### config.mk
export PLATFORM = sky130hd
export DESIGN_NAME = ide_pio_seq
export DESIGN_NICKNAME = d
export VERILOG_FILES = /design/src/rtl/ide_pio_pkg.sv /design/src/rtl/ide_pio_timing_regs.sv /design/src/rtl/ide_pio_phase_fsm.sv /design/src/rtl/ide_pio_seq.sv
export SDC_FILE = /design/constraint.sdc
export NUM_CORES = 1
export LEC_CHECK = 0
export ABC_AREA = 1
export ABC_CLOCK_PERIOD_IN_PS = 1600
export BUFFER_PORTS_ARGS = -buffer_cell sky130_fd_sc_hd__clkbuf_2
export CORE_ASPECT_RATIO = 2
export CORE_UTILIZATION = 49
export CTS_BUF_LIST = sky130_fd_sc_hd__clkbuf_16
export DETAILED_ROUTE_END_ITERATION = 16
export HOLD_SLACK_MARGIN = 0.1
export PLACE_DENSITY = 0.86
export RECOVER_POWER = 25
export SETUP_SLACK_MARGIN = 0.02
export SLEW_MARGIN = 20
export SYNTH_ARGS = -nofsm -noshare
export SYNTH_HDL_FRONTEND = slang
export SYNTH_SLANG_ARGS = --single-unit
### constraint.sdc
create_clock -name clk -period 1.6 [get_ports clk]
set_input_delay 0.32 -clock clk [delete_from_list [all_inputs] [get_ports clk]]
set_output_delay 0.32 -clock clk [all_outputs]
set_load 0.05 [all_outputs]
### src/rtl/ide_pio_pkg.sv
package ide_pio_pkg;

  localparam int CNT_W  = 4;
  localparam int NREG   = 7;

  typedef enum logic [1:0] {
    PH_IDLE   = 2'd0,
    PH_SETUP  = 2'd1,
    PH_ACTIVE = 2'd2,
    PH_RECOV  = 2'd3
  } pio_phase_t;

  typedef struct packed {
    logic [CNT_W-1:0] setup;
    logic [CNT_W-1:0] act;
    logic [CNT_W-1:0] rec;
  } pio_timing_t;

  // slot 0 is the shared setup register, slots 1..6 are access bytes
  function automatic logic [7:0] slot_offset(input int slot);
    case (slot)
      0:       slot_offset = 8'h48;
      1:       slot_offset = 8'h4C;
      2:       slot_offset = 8'h4D;
      3:       slot_offset = 8'h4E;
      4:       slot_offset = 8'h4F;
      5:       slot_offset = 8'h50;
      default: slot_offset = 8'h51;
    endcase
  endfunction

  function automatic logic [7:0] masked_merge(input logic [7:0] old_v,
                                              input logic [7:0] new_v,
                                              input logic [7:0] mask);
    masked_merge = (old_v & ~mask) | (new_v & mask);
  endfunction

endpackage

### src/rtl/ide_pio_timing_regs.sv
module ide_pio_timing_regs
  import ide_pio_pkg::*;
#(
  parameter int CFG_AW = 8
) (
  input  logic              clk,
  input  logic              rst_n,
  input  logic              cfg_we,
  input  logic [CFG_AW-1:0] cfg_addr,
  input  logic [7:0]        cfg_wdata,
  input  logic [7:0]        cfg_wmask,
  input  logic              sel_dev,
  input  logic              sel_write,
  input  logic              sel_byte,
  output pio_timing_t       sel_timing
);

  logic [NREG-1:0][7:0] slots;
  logic [7:0]           acc_byte;

  for (genvar g = 0; g < NREG; g++) begin : g_slot
    logic [7:0] q;
    logic       hit;
    assign hit = cfg_we && (cfg_addr == CFG_AW'(slot_offset(g)));
    always_ff @(posedge clk) begin
      if (!rst_n)   q <= 8'hFF;
      else if (hit) q <= masked_merge(q, cfg_wdata, cfg_wmask);
    end
    assign slots[g] = q;
  end

  always_comb begin
    if (sel_byte)     acc_byte = sel_dev ? slots[6] : slots[5];
    else if (sel_dev) acc_byte = sel_write ? slots[4] : slots[3];
    else              acc_byte = sel_write ? slots[2] : slots[1];
  end

  assign sel_timing.setup = sel_dev ? slots[0][7:4] : slots[0][3:0];
  assign sel_timing.act   = acc_byte[7:4];
  assign sel_timing.rec   = acc_byte[3:0];

endmodule

### src/rtl/ide_pio_phase_fsm.sv
module ide_pio_phase_fsm
  import ide_pio_pkg::*;
(
  input  logic        clk,
  input  logic        rst_n,
  input  logic        start,
  input  pio_timing_t tm_in,
  output pio_phase_t  phase,
  output logic        phase_last,
  output logic        done_q
);

  logic [CNT_W-1:0] cnt;
  logic [CNT_W-1:0] act_q;
  logic [CNT_W-1:0] rec_q;

  assign phase_last = (phase != PH_IDLE) && (cnt == '0);

  always_ff @(posedge clk) begin
    if (!rst_n) begin
      phase  <= PH_IDLE;
      cnt    <= '0;
      act_q  <= '0;
      rec_q  <= '0;
      done_q <= 1'b0;
    end else begin
      done_q <= (phase == PH_RECOV) && phase_last;
      case (phase)
        PH_IDLE: if (start) begin
          phase <= PH_SETUP;
          cnt   <= tm_in.setup;
          act_q <= tm_in.act;
          rec_q <= tm_in.rec;
        end
        PH_SETUP: if (phase_last) begin
          phase <= PH_ACTIVE;
          cnt   <= act_q;
        end else cnt <= cnt - 1'b1;
        PH_ACTIVE: if (phase_last) begin
          phase <= PH_RECOV;
          cnt   <= rec_q;
        end else cnt <= cnt - 1'b1;
        default: if (phase_last) phase <= PH_IDLE;
                 else cnt <= cnt - 1'b1;
      endcase
    end
  end

endmodule

### src/rtl/ide_pio_seq.sv
module ide_pio_seq
  import ide_pio_pkg::*;
#(
  parameter int CFG_AW = 8,
  parameter int AW     = 3,
  parameter int DW     = 16
) (
  input  logic              clk,
  input  logic              rst_n,
  input  logic              cfg_we,
  input  logic [CFG_AW-1:0] cfg_addr,
  input  logic [7:0]        cfg_wdata,
  input  logic [7:0]        cfg_wmask,
  input  logic              req_valid,
  input  logic              req_dev,
  input  logic              req_write,
  input  logic              req_byte,
  input  logic [AW-1:0]     req_addr,
  input  logic [DW-1:0]     req_wdata,
  output logic              busy,
  output logic              done,
  output logic [DW-1:0]     rd_data,
  output logic [AW-1:0]     ide_addr,
  output logic              ide_cs_n,
  output logic              ide_dior_n,
  output logic              ide_diow_n,
  output logic [DW-1:0]     ide_dd_out,
  output logic              ide_dd_oe,
  input  logic [DW-1:0]     ide_dd_in
);

  localparam int LOW_W = DW / 2;

  pio_timing_t     req_tm;
  pio_phase_t      phase;
  logic            phase_last;
  logic            accept;
  logic            capture;
  logic            write_q;
  logic            byte_q;
  logic [AW-1:0]   addr_q;
  logic [DW-1:0]   wdata_q;

  function automatic logic [DW-1:0] narrow(input logic [DW-1:0] v, input logic is_byte);
    narrow = is_byte ? {{(DW-LOW_W){1'b0}}, v[LOW_W-1:0]} : v;
  endfunction

  assign accept  = req_valid && (phase == PH_IDLE);
  assign capture = (phase == PH_ACTIVE) && phase_last && !write_q;

  ide_pio_timing_regs #(.CFG_AW(CFG_AW)) u_regs (
    .clk(clk), .rst_n(rst_n), .cfg_we(cfg_we), .cfg_addr(cfg_addr),
    .cfg_wdata(cfg_wdata), .cfg_wmask(cfg_wmask), .sel_dev(req_dev),
    .sel_write(req_write), .sel_byte(req_byte), .sel_timing(req_tm)
  );

  ide_pio_phase_fsm u_fsm (
    .clk(clk), .rst_n(rst_n), .start(accept), .tm_in(req_tm),
    .phase(phase), .phase_last(phase_last), .done_q(done)
  );

  always_ff @(posedge clk) begin
    if (!rst_n) begin
      write_q <= 1'b0;
      byte_q  <= 1'b0;
      addr_q  <= '0;
      wdata_q <= '0;
      rd_data <= '0;
    end else begin
      if (accept) begin
        write_q <= req_write;
        byte_q  <= req_byte;
        addr_q  <= req_addr;
        wdata_q <= narrow(req_wdata, req_byte);
      end
      if (capture) rd_data <= narrow(ide_dd_in, byte_q);
    end
  end

  assign busy       = (phase != PH_IDLE);
  assign ide_cs_n   = (phase == PH_IDLE);
  assign ide_addr   = addr_q;
  assign ide_dior_n = !((phase == PH_ACTIVE) && !write_q);
  assign ide_diow_n = !((phase == PH_ACTIVE) && write_q);
  assign ide_dd_oe  = write_q && ((phase == PH_SETUP) || (phase == PH_ACTIVE));
  assign ide_dd_out = wdata_q;

endmodule

==> impl_metrics.json, run 1 <==
{
  "syn_nets": 772,
  "clock_skew_ps": 7.603,
  "first_pass_iters": 6,
  "hpwl_um": 10440,
  "start_kind": "flip-flop",
  "syn-cell-area_um2": 5122,
  "clkTransAtPathRegs_ps": 70,
  "violations": "negative setup slack",
  "wl_um": 14810,
  "final_nets": 887,
  "yosys.area.top_type": "dfxtp_1",
  "portBuffers": 106,
  "tritoncts": "done",
  "layout_setup_ws_ps": -49.27,
  "grt_antenna_before_repair": 0,
  "htree_levels": 3,
  "via_per_inst": 5.635,
  "syn_inst": 699,
  "final-setup-viol-count": 2,
  "cp_max_fo": 4,
  "power.density_nw_per_um2": 1310,
  "placed_area_um2": 5888,
  "clockBufferDepth": 2,
  "design_area_um2": 6309,
  "place_inst": 928,
  "place_ws_ps": 65.33,
  "synth_seq_cells": 108,
  "drcViolationCount": 0,
  "crit_type": "flip-flop to output pin",
  "ys_seq_area_share_pct": 42.21,
  "ir_worst_vdd_uv": 723.4,
  "slew_headroom_pct": 65.53,
  "async_reset_ff_share_pct": 0,
  "wl_per_cell_um": 15.53,
  "multi_input_area_um2": 2567,
  "die_x_um": 74.30,
  "yosysUniqueCellTypes": 31,
  "grt_util_all_layers_pct": 27.16,
  "timing_hold_violations_final": 0,
  "ant_nets": 0,
  "clk_latency_ps": 350,
  "grt_max_degree": 62,
  "fillers": 911,
  "synthFlopType": "dfxtp_1",
  "fmax_mhz": 606.3,
  "status": "finished with violations",
  "cts_root_buf": "clkbuf_16",
  "syn_to_final_growth_pct": 23.16,
  "power.total_mw": 8.265,
  "final_common_cell": "nand2_1",
  "numCtsBuffers": 9,
  "fin_cells": 954,
  "rows": 52,
  "yosysWarnings": 0,
  "drtIter0Drc": 262,
  "maxCapViolations": 0,
  "drv_slew": 0,
  "syn_avg_cell_area_um2": 7.328,
  "ios": 107,
  "p_leak_nw": 2.911,
  "tightest_slew_ps": 517.0,
  "n_antenna_cell": 0,
  "grt_pass1_vias": 5085,
  "arrival_ps": 1330,
  "grt_pass1_wl_um": 23050,
  "cts.sinks": 108,
  "layout-drive-gt1-share_pct": 24.42,
  "rsz0062_at_grt": "true",
  "start_util_pct": 50.47,
  "synth_top_area_share_pct": 42.21,
  "via_count": 5376,
  "fin_crit_sh_pct": 103.1,
  "comb_power_share_pct": 33.4,
  "endpoint_kind": "output pin",
  "gp_congestion": 0.9273,
  "synth-edff-count": 0,
  "dieHeight_um": 146.6,
  "p_switching_mw": 3.020,
  "min_period_ps": 1649,
  "fin_hold_ws_ps": 197.2,
  "p_clk_share_pct": 28.6,
  "dieArea_um2": 10890,
  "synth_area_leaders": "dfxtp_1 42%, nand3_1 10%, nand2_1 8.9%, o21ai_0 7.2%, nand4_1 6.0%",
  "critical_path_required_ps": 1280,
  "layout_common_cells": "121 x nand2_1, 106 x dfxtp_1, 104 x nand3_1",
  "hold_class": "input pin to flip-flop",
  "grt_remaining_overflow": 0,
  "p_sw_share_pct": 36.54,
  "seq_area_um2": 2170,
  "core_area_um2": 10150,
  "internal_power_mw": 5.245,
  "seqPwrFrac_pct": 38.0
}
## critical path, cell delays in order (launching register included)
cell,delay (ps)
dfxtp_4,370
inv_4,70
ha_4,150
inv_2,40
nor2_2,120
inv_2,70
clkbuf_16,170
## cell usage after synthesis, drive strengths merged, types with 7 or more instances
master	n
a21oi	25
dfxtp	108
clkbuf	21
a22oi	14
buf	20
nand3	104
nor2	83
o21ai	80
nand4	49
nand2	129
ha	7
inv	50
## cells by family after synthesis
logic type	after synthesis	share of synthesized area [%]
buffers and inverters	92	7.963
XOR/XNOR	1	0.1710
AO/OA/AOI/OAI	120	12.53
AND/OR/NAND/NOR	371	35.42
flip-flops	108	42.21
adder cells (fa/ha/maj)	7	1.710
## what timing repair did
action,in CTS,in global routing
pin swaps,1,7
setup endpoints to repair,5,25
buffers inserted,4,6
hold buffers,0,0
gates resized for setup,16,20
## stage by stage
step | TNS [ps] | utilization [%]
6_report | -88.40 | 62.15
5_1_grt | -160.0 | 62.15
4_1_cts | -22.57 | 62.02
3_5_place_dp | 0 | 58.01
3_3_place_gp | 0 | 58.01
2_1_floorplan | -449.7 | -
## per-layer routing
layer,GRT usage [%],up-vias,wire [µm]
met5,0,-,0
met4,19.25,0,1068
met3,4.417,76,638
met2,50.95,214,8148
met1,24.72,2484,4956
li1,-,2602,-
## power groups by stage
stage / sequential [mW] / clock, mW / combinational, mW
2_1_floorplan: 3.58 / 0 / 1.37
3_3_place_gp: 3.15 / 0 / 2.41
3_5_place_dp: 3.16 / 0 / 2.44
4_1_cts: 3.11 / 2.38 / 2.59
5_1_grt: 3.16 / 2.50 / 2.97
6_report: 3.14 / 2.36 / 2.76
## final timing paths
check | from | to | slack [ps] | cells after the start
setup / recovery | u_fsm.phase[0] | ide_dior_n | -50 | 6
hold / removal | ide_dd_in[2] | rd_data[2] | 200 | 3
setup reg to reg | u_fsm.phase[0] | rd_data[3] | 60 | 10
hold reg to reg | flip-flop | flip-flop | 460 | 2
## final cells by class
| type | instances | share of cell area (%) |
|---|---|---|
| clock buffer | 9 | 3.570 |
| clock inverter | 7 | 1.448 |
| inverter | 51 | 3.154 |
| multi-input combinational | 499 | 40.70 |
| sequential | 108 | 34.39 |
| tap | 135 | 2.678 |
| timing repair buffer | 145 | 14.06 |
Power figures use the tool's default switching activity.
==> run 2: changes to the inputs <==
--- a/config.mk
+++ b/config.mk
@@ -5,10 +5,10 @@
 export SDC_FILE = /design/constraint.sdc
 export NUM_CORES = 1
 export LEC_CHECK = 0
-export ABC_AREA = 1
 export ABC_CLOCK_PERIOD_IN_PS = 1600
 export BUFFER_PORTS_ARGS = -buffer_cell sky130_fd_sc_hd__clkbuf_2
 export CORE_ASPECT_RATIO = 2
+export CORE_MARGIN = 2
 export CORE_UTILIZATION = 49
 export CTS_BUF_LIST = sky130_fd_sc_hd__clkbuf_16
 export DETAILED_ROUTE_END_ITERATION = 16
==> run 2 against run 1 <==
  * The flow still finishes with violations (negative setup slack)
  * Combinational power rose by 14%
  * Largest power group is now combinational cells
  * Sequential power fell by 2%
  * Highest routed layer unchanged
  * Die area rose by 2.1%
  * Critical path depth rose by 1
  * First-iteration DRC count rose by 4.6%
  * Core utilization rose by 2.0 points
  * Via count fell by 5.2%
  * Critical path type is now flip-flop to flip-flop
  * Sequential share of layout area fell by 0.72 points
  * Register-to-register slack got worse by 270 ps
  * Fmax fell by 9.0%
==> impl_metrics.json, run 2 <==
{
  "status": "finished with violations",
  "violations": "negative setup slack",
  "tightest_slew_ps": 602.3,
  "first_pass_iters": 5,
  "grt_max_degree": 40,
  "syn_inst": 575,
  "grt_util_all_layers_pct": 27.29,
  "core_area_um2": 10020,
  "cts_root_buf": "clkbuf_16",
  "dieArea_um2": 11120,
  "hpwl_um": 10420,
  "syn_avg_cell_area_um2": 8.732,
  "final_nets": 766,
  "via_per_inst": 6.115,
  "fmax_mhz": 552.0,
  "ir_worst_vdd_uv": 752.6,
  "critical_path_required_ps": 1880,
  "start_kind": "flip-flop",
  "placed_area_um2": 5926,
  "holdPathStages": 3,
  "layout-drive-gt1-share_pct": 29.94,
  "ant_nets": 0,
  "yosysMostFrequentCell": "dfxtp_1",
  "htree_levels": 3,
  "die_x_um": 75.58,
  "synth_top_area_share_pct": 43.06,
  "clk_latency_ps": 350,
  "cp_max_fo": 5,
  "rsz0062_at_grt": "true",
  "tritoncts": "done",
  "drtIter0Drc": 274,
  "p_leak_nw": 2.709,
  "layout_common_cells": "106 x dfxtp_1, 104 x nand2_1, 100 x clkbuf_2",
  "final_util_pct": 64.16,
  "gp_congestion": 0.8748,
  "synth_area_leaders": "dfxtp_1 43%, nand2_1 7.8%, mux2i_1 5.2%, a21oi_1 3.9%, a41oi_1 3.7%",
  "maxCapViolations": 0,
  "rows": 52,
  "portBuffers": 106,
  "design_area_um2": 6429,
  "fin_crit_sh_pct": 113.2,
  "syn-cell-area_um2": 5021,
  "layout_setup_ws_ps": -211.6,
  "synthFlopType": "dfxtp_1",
  "min_period_ps": 1812,
  "synth_common_cells": "108 x dfxtp_1, 104 x nand2_1, 43 x clkbuf_1",
  "dieHeight_um": 147.2,
  "via_count": 5094,
  "drcViolationCount": 0,
  "clockBufferDepth": 2,
  "wl_per_cell_um": 18.38,
  "ios": 107,
  "grt_pass1_wl_um": 23580,
  "ys_seq_area_share_pct": 43.06,
  "reg2reg_depth": 7,
  "synth_seq_cells": 108,
  "slew_headroom_pct": 60.02,
  "power.total_mw": 8.298,
  "synth-edff-count": 0,
  "start_util_pct": 50.11,
  "yosysUniqueCellTypes": 42,
  "hold_class": "input pin to flip-flop",
  "ctsHoldBuffers": 0,
  "syn_to_final_growth_pct": 28.03,
  "timing_hold_violations_final": 0,
  "n_antenna_cell": 0,
  "numCtsBuffers": 9,
  "wl_um": 15310,
  "yosysWarnings": 0,
  "place_ws_ps": -196.6,
  "arrival_ps": 2090,
  "endpoint_kind": "flip-flop",
  "final_common_cell": "dfxtp_1",
  "grt_antenna_before_repair": 0,
  "clock_skew_ps": 8.334,
  "final-setup-viol-count": 28,
  "cts.sinks": 108,
  "yosys.area.top_type": "dfxtp_1",
  "drv_slew": 0,
  "clkTransAtPathRegs_ps": 70,
  "async_reset_ff_share_pct": 0,
  "grt_pass1_vias": 5133,
  "syn_nets": 648,
  "power.density_nw_per_um2": 1291,
  "crit_type": "flip-flop to flip-flop",
  "grt_remaining_overflow": 0
}
-- run 2: changes by cell type after synthesis, moves of 17 or more --
cell / previous run / this run
nand3_1: 103 / 17
inv_1: 42 / 18
mux2i_1: 0 / 26
o21ai_0: 74 / 28
nor2_1: 71 / 13
nand2_1: 121 / 104
nand4_1: 49 / 29
a41oi_1: 0 / 21
clkbuf_1: 21 / 43
-- run 2: per-stage QoR --
step                      std cells  setup TNS [ps]  hold slack (ps)
after global placement          809           -1342            437.3
final                           833           -3430            183.5
after global routing            833           -5917            184.7
after floorplan                 575           -2735            439.0
after CTS                       827           -2825            177.7
after detailed placement        809           -4187            444.1
-- run 2: metal layers --
metal  global-route usage, %  vias up  routed length (µm)
met1                   27.37     2456                5200
met4                   17.98        0                 841
met5                       0        -                   0
met2                   48.43      235                8537
met3                   4.801       65                 734
li1                        -     2338                   -
-- run 2: power by group --
group | switching [mW] | internal (mW) | total [mW]
registers | 0.170 | 2.91 | 3.08
clock network | 1.02 | 1.05 | 2.07
logic | 1.86 | 1.28 | 3.15
-- run 2: critical path, stage by stage (launching register included) --
cell and delay [ps]:
dfxtp_2 340, inv_2 50, ha_4 150, or4b_4 540, buf_6 160, o22a_1 200, o22a_1 180, a21oi_2 120
-- run 2: path summary, 6_finish.rpt --
check	start	to	slack, ps
worst max-delay path	u_fsm.phase[0]	u_fsm.cnt[1]	-210
worst min register to register	ide_dd_out[9]	ide_dd_out[9]	450
worst max register to register	u_fsm.phase[0]	u_fsm.cnt[1]	-210
worst min-delay path	req_wdata[4]	ide_dd_out[4]	180
-- run 2: cell type report --
cell class / count / area, µm²
clock buffers: 9 / 225.2
clock inverters: 7 / 43.79
fillers: 807 / 3591
inverters: 18 / 72.57
multi-input cells: 394 / 2688
flip-flops and latches: 108 / 2165
well taps: 135 / 168.9
repair buffers: 162 / 1066
-- run 2: timing repair --
action                                  in CTS  in global routing
pin swaps                                    6                  9
endpoints found under the hold margin        0                  0
cloned                                       1                  0
endpoints found under the setup margin      27                 32
gates resized for setup                     25                 17
setup buffers                                1                  6
-- run 2: cells by family (layout without fill, tap and decap cells) --
group           Yosys count  count (layout)  share of synthesized area, %
flops                   108             108                         43.06
mux                      34              34                         8.771
buf+inv                  74             196                         6.055
simple gates            208             209                         20.86
fa+ha+maj                 7               7                         1.744
compound gates          144             144                         19.51
==> run 3: changes to the inputs <==
--- a/config.mk
+++ b/config.mk
@@ -6,14 +6,14 @@
 export NUM_CORES = 1
 export LEC_CHECK = 0
 export ABC_CLOCK_PERIOD_IN_PS = 1600
-export BUFFER_PORTS_ARGS = -buffer_cell sky130_fd_sc_hd__clkbuf_2
 export CORE_ASPECT_RATIO = 2
 export CORE_MARGIN = 2
-export CORE_UTILIZATION = 49
+export CORE_UTILIZATION = 45
 export CTS_BUF_LIST = sky130_fd_sc_hd__clkbuf_16
 export DETAILED_ROUTE_END_ITERATION = 16
+export DONT_BUFFER_PORTS = 1
 export HOLD_SLACK_MARGIN = 0.1
-export PLACE_DENSITY = 0.86
+export PLACE_DENSITY = 0.72
 export RECOVER_POWER = 25
 export SETUP_SLACK_MARGIN = 0.02
 export SLEW_MARGIN = 20
==> run 3 against run 2 <==
  * The flow still finishes with violations (negative setup slack)
  * Routed wire length down 8.4%
  * Clock power up 7%
  * Via count down 11%
  * Sequential share of layout area up 2.5 points
  * Hold slack worse by 78 ps
  * First-iteration DRC count down 2.6%
  * Power down 3.3%
  * Core utilization down 9.1 points
==> impl_metrics.json, run 3 (synthesis results as in run 2) <==
{
  "syn_to_final_growth_pct": 19.21,
  "arrival_ps": 2060,
  "drtIter0Drc": 267,
  "slew_headroom_pct": 60.72,
  "reg2reg_depth": 7,
  "design_area_um2": 5986,
  "via_per_inst": 6.135,
  "place_ws_ps": -193.7,
  "grt_max_degree": 38,
  "wl_per_cell_um": 19.05,
  "crit_type": "flip-flop to flip-flop",
  "place_inst": 699,
  "clkTransAtPathRegs_ps": 70,
  "wl_um": 14020,
  "dieHeight_um": 153.4,
  "finalSetupTns_ps": -2596,
  "violations": "negative setup slack",
  "ant_nets": 0,
  "layout-drive-gt1-share_pct": 15.94,
  "core_area_um2": 10880,
  "clock_skew_ps": 12.03,
  "fin_crit_sh_pct": 111.4,
  "rsz0062_at_grt": "true",
  "holdPathStages": 2,
  "die_x_um": 78.69,
  "cp_num_buf_inv": 2,
  "grt_pass1_vias": 4541,
  "drv_slew": 0,
  "hold_class": "input pin to flip-flop",
  "ios": 107,
  "p_leak_nw": 2.288,
  "layout_common_cells": "106 x dfxtp_1, 101 x nand2_1, 34 x a21oi_1",
  "fin_cells": 736,
  "maxCapViolations": 0,
  "tightest_slew_ps": 589.2,
  "status": "finished with violations",
  "via_count": 4515,
  "cts.sinks": 108,
  "fmax_mhz": 560.8,
  "crit_family": "simple AND/OR/NAND/NOR gates",
  "slowest_stage": "or4b_4",
  "final-setup-viol-count": 23,
  "gp_congestion": 0.8947,
  "grt_util_all_layers_pct": 22.85,
  "hp-start": "cfg_wdata[7]",
  "reg2reg_to": "rd_data[15]",
  "grt_antenna_before_repair": 0,
  "timing_hold_violations_final": 0,
  "rows": 54,
  "grt_remaining_overflow": 0,
  "numCtsBuffers": 9,
  "dieArea_um2": 12070,
  "ff2ff_setup_slack_ps": -180,
  "placed_area_um2": 5334,
  "cts_root_buf": "clkbuf_16",
  "critical_path.max_stage_delay_ps": 530,
  "tritoncts": "done",
  "start_util_pct": 46.16,
  "clk_latency_ps": 350,
  "start_kind": "flip-flop",
  "reg2reg_from": "u_fsm.phase[0]",
  "final_nets": 665,
  "power.density_nw_per_um2": 1341,
  "final_util_pct": 55.03,
  "endpoint_kind": "flip-flop",
  "crit_chain": "inv_2, ha_4, or4b_4, buf_6, nor2_4, nand3b_1, a21oi_2",
  "drcViolationCount": 0,
  "critical_path_required_ps": 1880,
  "final_common_cell": "dfxtp_1",
  "portBuffers": 0,
  "n_antenna_cell": 0,
  "min_period_ps": 1783,
  "layout_setup_ws_ps": -183.1,
  "cp_max_fo": 8,
  "hpwl_um": 9483,
  "ir_worst_vdd_uv": 807.0,
  "first_pass_iters": 4,
  "grt_pass1_wl_um": 21890,
  "htree_levels": 3,
  "clockBufferDepth": 2
}
[run 3: area by class of cell]
type / count / area (µm²)
Tap cell: 140 / 175.2
Fill cell: 975 / 4892
Clock inverter: 6 / 62.56
Clock buffer: 9 / 225.2
Inverter: 18 / 70.07
Multi-Input combinational cell: 394 / 2690
Sequential cell: 108 / 2165
Timing Repair Buffer: 61 / 598.1
[run 3: worst max path at each step]
| stage | from | to | slack, ps | depth (start not counted) |
|---|---|---|---|---|
| after floorplan | u_fsm.phase[0] | rd_data[15] | -200 | 8 |
| after global placement | u_fsm.phase[1] | u_fsm.cnt[1] | -110 | 7 |
| after detailed placement | u_fsm.phase[0] | rd_data[8] | -190 | 7 |
| after CTS | u_fsm.phase[1] | u_fsm.cnt[1] | -160 | 7 |
| after global routing | u_fsm.phase[0] | rd_data[12] | -240 | 7 |
| final | u_fsm.phase[0] | rd_data[15] | -180 | 7 |
[run 3: repair_timing]
action,CTS,global route
hold endpoints to repair,53,1
hold buffers,16,1
setup buffers,3,1
resized for setup,17,20
setup endpoints to repair,26,36
pin swaps,5,19
gates cloned,1,0
[run 3: per-stage QoR]
stage,power [mW],hold WS (ps)
6_report,8.025,105.2
5_1_grt,8.386,105.6
4_1_cts,7.868,100.1
3_5_place_dp,5.418,391.3
3_3_place_gp,5.341,388.1
2_1_floorplan,4.746,439.0
[run 3: worst register-to-register path: cells and delay by family, from the launching register on]
kind	cells	cell delay, ps
AO/OA/AOI/OAI	1	130
adder cells (fa/ha/maj)	1	150
buffers and inverters	2	220
flip-flops	1	340
AND/OR/NAND/NOR	3	900
[run 3: per-layer routing]
| layer | track usage [%] | wire, µm | vias up |
|---|---|---|---|
| met3 | 4.664 | 817 | 39 |
| met4 | 11.61 | 513 | 0 |
| met2 | 42.78 | 7662 | 178 |
| met1 | 23.07 | 5030 | 2151 |
| met5 | 0 | 0 | - |
| li1 | - | - | 2147 |
[run 3: report_power, final]
group	internal, mW	switching [mW]	leakage [nW]	total [mW]
logic	1.14	1.35	1.27	2.48
clock network	1.21	1.00	0.141	2.21
registers	2.91	0.420	0.879	3.33
total	5.26	2.77	2.29	8.02
